[src/rtl/irq_sel_pkg.sv]
package irq_sel_pkg;

  typedef enum logic [1:0] {
    LVL_USER  = 2'b00,
    LVL_SUPER = 2'b01,
    LVL_RSVD  = 2'b10,
    LVL_MACH  = 2'b11
  } lvl_e;

  function automatic logic below_mach(input lvl_e l);
    return l != LVL_MACH;
  endfunction

  function automatic logic below_super(input lvl_e l);
    return l == LVL_USER;
  endfunction

endpackage

[src/rtl/irq_pend_store.sv]
module irq_pend_store #(
  parameter int NUM_IRQ = 32
) (
  input  logic               clk,
  input  logic               rst_n,
  input  logic               upd_valid_i,
  input  logic [NUM_IRQ-1:0] upd_mask_i,
  input  logic [NUM_IRQ-1:0] upd_value_i,
  output logic [NUM_IRQ-1:0] pend_o,
  output logic               hard_o,
  output logic               done_o,
  output logic [NUM_IRQ-1:0] old_o
);

  logic [NUM_IRQ-1:0] pend_q;
  logic [NUM_IRQ-1:0] pend_nx;

  // merge lane by lane: masked lanes take new data
  always_comb begin
    for (int i = 0; i < NUM_IRQ; i++) begin
      pend_nx[i] = upd_mask_i[i] ? upd_value_i[i] : pend_q[i];
    end
  end

  always_ff @(posedge clk or negedge rst_n) begin
    if (!rst_n) begin
      pend_q <= '0;
      hard_o <= 1'b0;
      done_o <= 1'b0;
      old_o  <= '0;
    end else begin
      done_o <= upd_valid_i;
      if (upd_valid_i) begin
        old_o  <= pend_q;
        pend_q <= pend_nx;
        hard_o <= |pend_nx;
      end
    end
  end

  assign pend_o = pend_q;

  assert_keep_unmasked_R2: assert property (@(posedge clk) disable iff (!rst_n)
    upd_valid_i |=> ((pend_q & ~$past(upd_mask_i)) == ($past(pend_q) & ~$past(upd_mask_i))));

  assert_idle_hold_R2: assert property (@(posedge clk) disable iff (!rst_n)
    !upd_valid_i |=> $stable(pend_q));

  assert_old_value_R3: assert property (@(posedge clk) disable iff (!rst_n)
    upd_valid_i |=> (old_o == $past(pend_q)));

  assert_req_tracks_R4: assert property (@(posedge clk) disable iff (!rst_n)
    done_o |-> (hard_o == (pend_q != '0)));

endmodule

[src/rtl/irq_claim_book.sv]
module irq_claim_book #(
  parameter int NUM_IRQ = 32
) (
  input  logic               clk,
  input  logic               rst_n,
  input  logic               clm_valid_i,
  input  logic [NUM_IRQ-1:0] clm_bits_i,
  output logic               done_o,
  output logic               ok_o
);

  logic [NUM_IRQ-1:0] owned_q;
  logic               clash;

  assign clash = |(owned_q & clm_bits_i);

  always_ff @(posedge clk or negedge rst_n) begin
    if (!rst_n) begin
      owned_q <= '0;
      done_o  <= 1'b0;
      ok_o    <= 1'b0;
    end else begin
      done_o <= clm_valid_i;
      if (clm_valid_i) begin
        ok_o <= !clash;
        if (!clash) owned_q <= owned_q | clm_bits_i;
      end
    end
  end

  assert_claim_monotone_R9: assert property (@(posedge clk) disable iff (!rst_n)
    1'b1 |=> ((owned_q & $past(owned_q)) == $past(owned_q)));

  assert_claim_fail_keeps_R9: assert property (@(posedge clk) disable iff (!rst_n)
    (done_o && !ok_o) |-> (owned_q == $past(owned_q)));

  assert_claim_grant_disjoint_R9: assert property (@(posedge clk) disable iff (!rst_n)
    (clm_valid_i && ((owned_q & clm_bits_i) != '0)) |=> !ok_o);

endmodule

[src/rtl/irq_gate.sv]
module irq_gate
  import irq_sel_pkg::*;
#(
  parameter int NUM_IRQ = 32
) (
  input  logic [NUM_IRQ-1:0] pend_i,
  input  logic [NUM_IRQ-1:0] enable_i,
  input  logic [NUM_IRQ-1:0] deleg_i,
  input  lvl_e               lvl_i,
  input  logic               m_gie_i,
  input  logic               s_gie_i,
  output logic [NUM_IRQ-1:0] cand_o
);

  logic m_open;
  logic s_open;
  logic [NUM_IRQ-1:0] raw;

  assign m_open = below_mach(lvl_i)  || ((lvl_i == LVL_MACH)  && m_gie_i);
  assign s_open = below_super(lvl_i) || ((lvl_i == LVL_SUPER) && s_gie_i);
  assign raw    = pend_i & enable_i;

  for (genvar g = 0; g < NUM_IRQ; g++) begin : g_lane
    assign cand_o[g] = raw[g] & (deleg_i[g] ? s_open : m_open);
  end

endmodule

[src/rtl/irq_lsb_pick.sv]
module irq_lsb_pick #(
  parameter int NUM_IRQ = 32,
  localparam int IDW = (NUM_IRQ > 1) ? $clog2(NUM_IRQ) : 1
) (
  input  logic [NUM_IRQ-1:0] cand_i,
  output logic [NUM_IRQ-1:0] grant_o,
  output logic               any_o,
  output logic [IDW-1:0]     id_o
);

  logic [NUM_IRQ:0] seen;

  assign seen[0] = 1'b0;
  for (genvar g = 0; g < NUM_IRQ; g++) begin : g_chain
    assign seen[g+1]  = seen[g] | cand_i[g];
    assign grant_o[g] = cand_i[g] & ~seen[g];
  end

  assign any_o = seen[NUM_IRQ];

  always_comb begin
    id_o = '0;
    for (int i = 0; i < NUM_IRQ; i++) begin
      if (grant_o[i]) id_o = id_o | IDW'(i);
    end
  end

endmodule

[src/rtl/irq_select_unit.sv]
module irq_select_unit
  import irq_sel_pkg::*;
#(
  parameter int NUM_IRQ = 32,
  localparam int IDW = (NUM_IRQ > 1) ? $clog2(NUM_IRQ) : 1
) (
  input  logic               clk,
  input  logic               rst_n,
  input  logic               en_wr_i,
  input  logic [NUM_IRQ-1:0] en_data_i,
  input  logic [NUM_IRQ-1:0] deleg_i,
  input  logic [1:0]         priv_i,
  input  logic               m_gie_i,
  input  logic               s_gie_i,
  input  logic               upd_valid_i,
  input  logic [NUM_IRQ-1:0] upd_mask_i,
  input  logic [NUM_IRQ-1:0] upd_value_i,
  output logic               upd_done_o,
  output logic [NUM_IRQ-1:0] upd_old_o,
  output logic               hard_req_o,
  input  logic               clm_valid_i,
  input  logic [NUM_IRQ-1:0] clm_bits_i,
  output logic               clm_done_o,
  output logic               clm_ok_o,
  output logic               take_o,
  output logic [IDW-1:0]     take_id_o
);

  logic [NUM_IRQ-1:0] enable_q;
  logic [NUM_IRQ-1:0] pend;
  logic [NUM_IRQ-1:0] cand;
  logic [NUM_IRQ-1:0] grant;
  lvl_e               lvl;

  assign lvl = lvl_e'(priv_i);

  always_ff @(posedge clk or negedge rst_n) begin
    if (!rst_n) enable_q <= '0;
    else if (en_wr_i) enable_q <= en_data_i;
  end

  irq_pend_store #(.NUM_IRQ(NUM_IRQ)) u_pend (
    .clk        (clk),
    .rst_n      (rst_n),
    .upd_valid_i(upd_valid_i),
    .upd_mask_i (upd_mask_i),
    .upd_value_i(upd_value_i),
    .pend_o     (pend),
    .hard_o     (hard_req_o),
    .done_o     (upd_done_o),
    .old_o      (upd_old_o)
  );

  irq_claim_book #(.NUM_IRQ(NUM_IRQ)) u_claim (
    .clk        (clk),
    .rst_n      (rst_n),
    .clm_valid_i(clm_valid_i),
    .clm_bits_i (clm_bits_i),
    .done_o     (clm_done_o),
    .ok_o       (clm_ok_o)
  );

  irq_gate #(.NUM_IRQ(NUM_IRQ)) u_gate (
    .pend_i  (pend),
    .enable_i(enable_q),
    .deleg_i (deleg_i),
    .lvl_i   (lvl),
    .m_gie_i (m_gie_i),
    .s_gie_i (s_gie_i),
    .cand_o  (cand)
  );

  irq_lsb_pick #(.NUM_IRQ(NUM_IRQ)) u_pick (
    .cand_i (cand),
    .grant_o(grant),
    .any_o  (take_o),
    .id_o   (take_id_o)
  );

  assert_enable_hold_R10: assert property (@(posedge clk) disable iff (!rst_n)
    !en_wr_i |=> $stable(enable_q));

  assert_pick_is_candidate_R5: assert property (@(posedge clk) disable iff (!rst_n)
    take_o |-> (enable_q[take_id_o] && pend[take_id_o]));

  assert_mach_masked_R6: assert property (@(posedge clk) disable iff (!rst_n)
    (priv_i == 2'b11 && !m_gie_i) |-> !take_o);

  assert_no_deleg_above_super_R7: assert property (@(posedge clk) disable iff (!rst_n)
    (priv_i[1] && take_o) |-> !deleg_i[take_id_o]);

  assert_onehot_grant_R8: assert property (@(posedge clk) disable iff (!rst_n)
    $onehot0(grant) && (take_o == (grant != '0)));

endmodule

[config.mk]
export PLATFORM = sky130hd
export DESIGN_NAME = irq_select_unit
export DESIGN_NICKNAME = d
export VERILOG_FILES = /design/src/rtl/irq_sel_pkg.sv /design/src/rtl/irq_pend_store.sv /design/src/rtl/irq_claim_book.sv /design/src/rtl/irq_gate.sv /design/src/rtl/irq_lsb_pick.sv /design/src/rtl/irq_select_unit.sv
export SDC_FILE = /design/constraint.sdc
export NUM_CORES = 1
export LEC_CHECK = 0
export ABC_AREA = 1
export BUFFER_PORTS_ARGS = -buffer_cell sky130_fd_sc_hd__buf_2
export CAP_MARGIN = 15
export CORE_MARGIN = 1.5
export CORE_UTILIZATION = 57
export CTS_CLUSTER_SIZE = 10
export DETAILED_ROUTE_END_ITERATION = 10
export PLACE_DENSITY = 0.86
export SLEW_MARGIN = 5
export SYNTH_ARGS = -nofsm -noshare
export SYNTH_HDL_FRONTEND = slang
export SYNTH_HIERARCHICAL = 1
export SYNTH_SLANG_ARGS = --single-unit
[constraint.sdc]
create_clock -name clk -period 7.25 [get_ports clk]
set_input_delay 1.0875 -clock clk [delete_from_list [all_inputs] [get_ports clk]]
set_output_delay 1.0875 -clock clk [all_outputs]
set_load 0.05 [all_outputs]
==> results by group <==
Outcome
  – Outcome: finished, final reports clean

Floorplan
  – Core box area: 12700 um2
  – Row count: 41
  – I/O Pins: 211
  – Initial core utilization: 0.588
  – Die area: 13800 um2
  – Die height: 118 um
  – Die extent in x: 118 um

Power
  – Power Dens Cells: 237 nW/um2
  – Pleak: 5.20 nW
  – Total Power: 2.15 mW
  – Peak VDD IR: 0.199 mV

Routing
  – Antenna-violating nets left: 0
  – Router iterations before antenna repair: 6
  – # DRC: 0
  – Total vias in the final route: 7149
  – Total Routed Length: 19200 um
  – DRT iter0 DRCs: 742
  – DR vias/cell: 4.97
  – Per-cell routed wire length: 13.4 um

Clock tree
  – CTS Hold Buffers Added: 0
  – Clk slew on worst S/H paths: 0.06 ns
  – Clk_lat worst skew: 0.41 ns
  – CTS tree: done
  – H-tree depth: 4
  – TritonCTS buffer count: 17
  – CTS Root Cell: clkbuf_16
  – Clk buf depth: 2
  – CTS resizes: 0
  – Post-CTS Setup Bufs: 0
  – Clk sink count: 132

Job
  – Max_cap viols: 0

Final layout
  – Area growth syn-to-layout: 21.0%
  – Final nets: 1419
  – Layout cells sized above 1: 0.234
  – Finished Core Util: 0.712

STA
  – Fmax: 187 MHz
  – RSZ-0062 raised after global routing: false
  – Slew @ Worst Pin: 0.836 ns
  – Setup TNS: 0 ns
  – Max-slew violation count: 0
  – Setup-failing EPs final: 0
  – Clock Skew: 0.00702 ns
  – Final Hold Fails: 0
  – Max-slew headroom: 0.442
  – Tcrit/Tclk final: 0.737
  – Post-layout min period: 5.34 ns

GRT
  – Initial antenna violation count: 2
  – First-pass GRT wire length: 31600 um
  – GRT Util Overall: 0.285
  – Largest net degree at the start of global routing: 88
  – Vias in the first global route: 6828
  – GRT overflow: 0

Critical path
  – Worst path top cell family by delay: simple AND/OR/NAND/NOR gates
  – Worst EP required: 6.16 ns
  – Critical-path cell list: buf_2, inv_1, nand3_4, nand2_1, a21oi_1, nor2_4, nand4_4, nor3_4, nand4_2, nor2_2, nand4_2, nor2_2, nand4_2, nor2_2, nand4_2, nor2_2, nand3_2, nor2_4, nand4_4, nor2_4, nand2_2, nand3_1, buf_2
  – FF-to-FF End: u_claim/owned_q[26]
  – Setup CP Type: input port to primary output
  – CP Capture Type: primary output
  – Crit-path max FO: 24
  – RR Startpoint: u_claim/owned_q[22]
  – Worst EP arrival: 4.26 ns
  – Register-to-Register Setup Slack: 5.55 ns
  – Crit path largest cell delay: 0.26 ns
  – Startpoint types: input port
  – Buf/Inv on CP: 3
  – FF-to-FF path depth: 7
  – CP max stage cell: buf_2

Worst hold path
  – Hold-critical path endpoint: u_claim/owned_q[7]
  – Worst Hold Class: flip-flop to flip-flop
  – Hold path start: u_claim/owned_q[7]
  – Hold Path Stages: 2

Synthesis
  – Syn_area_per_cell: 7.11 um2
  – Net Count, Synth: 1221
  – Mapped Cells: 1052
  – Syn Std Cell Area: 7480 um2
  – Ys Warns: 6

Placed design
  – GPL Wtd Cong: 0.964
  – I/O Buffers: 210
  – Final HPWL DP: 14300 um
[power by group]
part           total, mW  internal, mW  leakage (nW)  switching [mW]
Clock              0.813         0.496         0.262           0.317
Sequential         0.855         0.800          1.50          0.0556
Combinational      0.480         0.143          3.43           0.337
[sequential cells by signal (all words and copies together), names as in the netlist]
signal           flops
u_claim/owned_q     32
u_pend/hard_o        1
u_pend/pend_o       32
u_claim/ok_o         1
u_pend/done_o        1
u_pend/old_o        32
u_claim/done_o       1
enable_q            32
[cell type report]
cell class                 count  area (um2)
multi-input combinational    692        3140
clock inverter                12         106
fill                        1104        3670
antenna                        2        5.00
sequential                   132        3300
inverter                     194         736
clock buffer                  20         467
timing repair buffer         213        1080
tap                          172         215
[stage by stage]
step                setup WS (ns)  hold slack [ns]  cells  area [um2]
floorplan                    2.32            0.434   1052        7480
global placement             2.07            0.447   1403        8470
detailed placement           1.94            0.451   1403        8470
CTS                          1.94            0.465   1435        9050
global route                 1.60            0.474   1437        9050
finish                       1.91            0.462   1437        9050
[placed cells by master (no fill, tap or decap), types with 2 or more instances in the layout]
cell type	n
a21oi_1	31
a21oi_2	2
buf_2	209
buf_4	3
clkbuf_16	17
clkbuf_8	3
clkinv_2	3
clkinvlp_4	7
dfrtp_1	132
diode_2	2
inv_1	187
inv_2	6
nand2_1	425
nand2_2	12
nand2_4	2
nand3_1	17
nand3_4	2
nand4_1	42
nand4_2	5
nand4_4	2
nor2_1	53
nor2_2	7
nor2_4	6
nor3_1	7
nor4_1	6
o21ai_0	43
o21ai_1	22
o21ai_2	3
[routing by layer]
layer  global-route usage  share of wire
met1                0.386           0.45
met2                0.457           0.45
met3               0.0499          0.067
met4                0.118          0.029
met5                    0              0
[worst register-to-register path, delay by kind of cell, from the launching register on]
family / cells / cell delay, ns
AND/OR/NAND/NOR: 7 / 1.27
flip-flops: 1 / 0.38
[worst max path at each step]
stage,from,endpoint,cells past startpoint,slack (ns)
4_1_cts,m_gie_i,take_id_o[1],23,1.94
6_report,m_gie_i,take_id_o[1],23,1.91
3_5_place_dp,m_gie_i,take_id_o[1],23,1.94
5_1_grt,m_gie_i,take_id_o[3],23,1.60
2_1_floorplan,m_gie_i,take_id_o[3],22,2.32
3_3_place_gp,m_gie_i,take_id_o[4],23,2.07
Power figures use the tool's default switching activity.
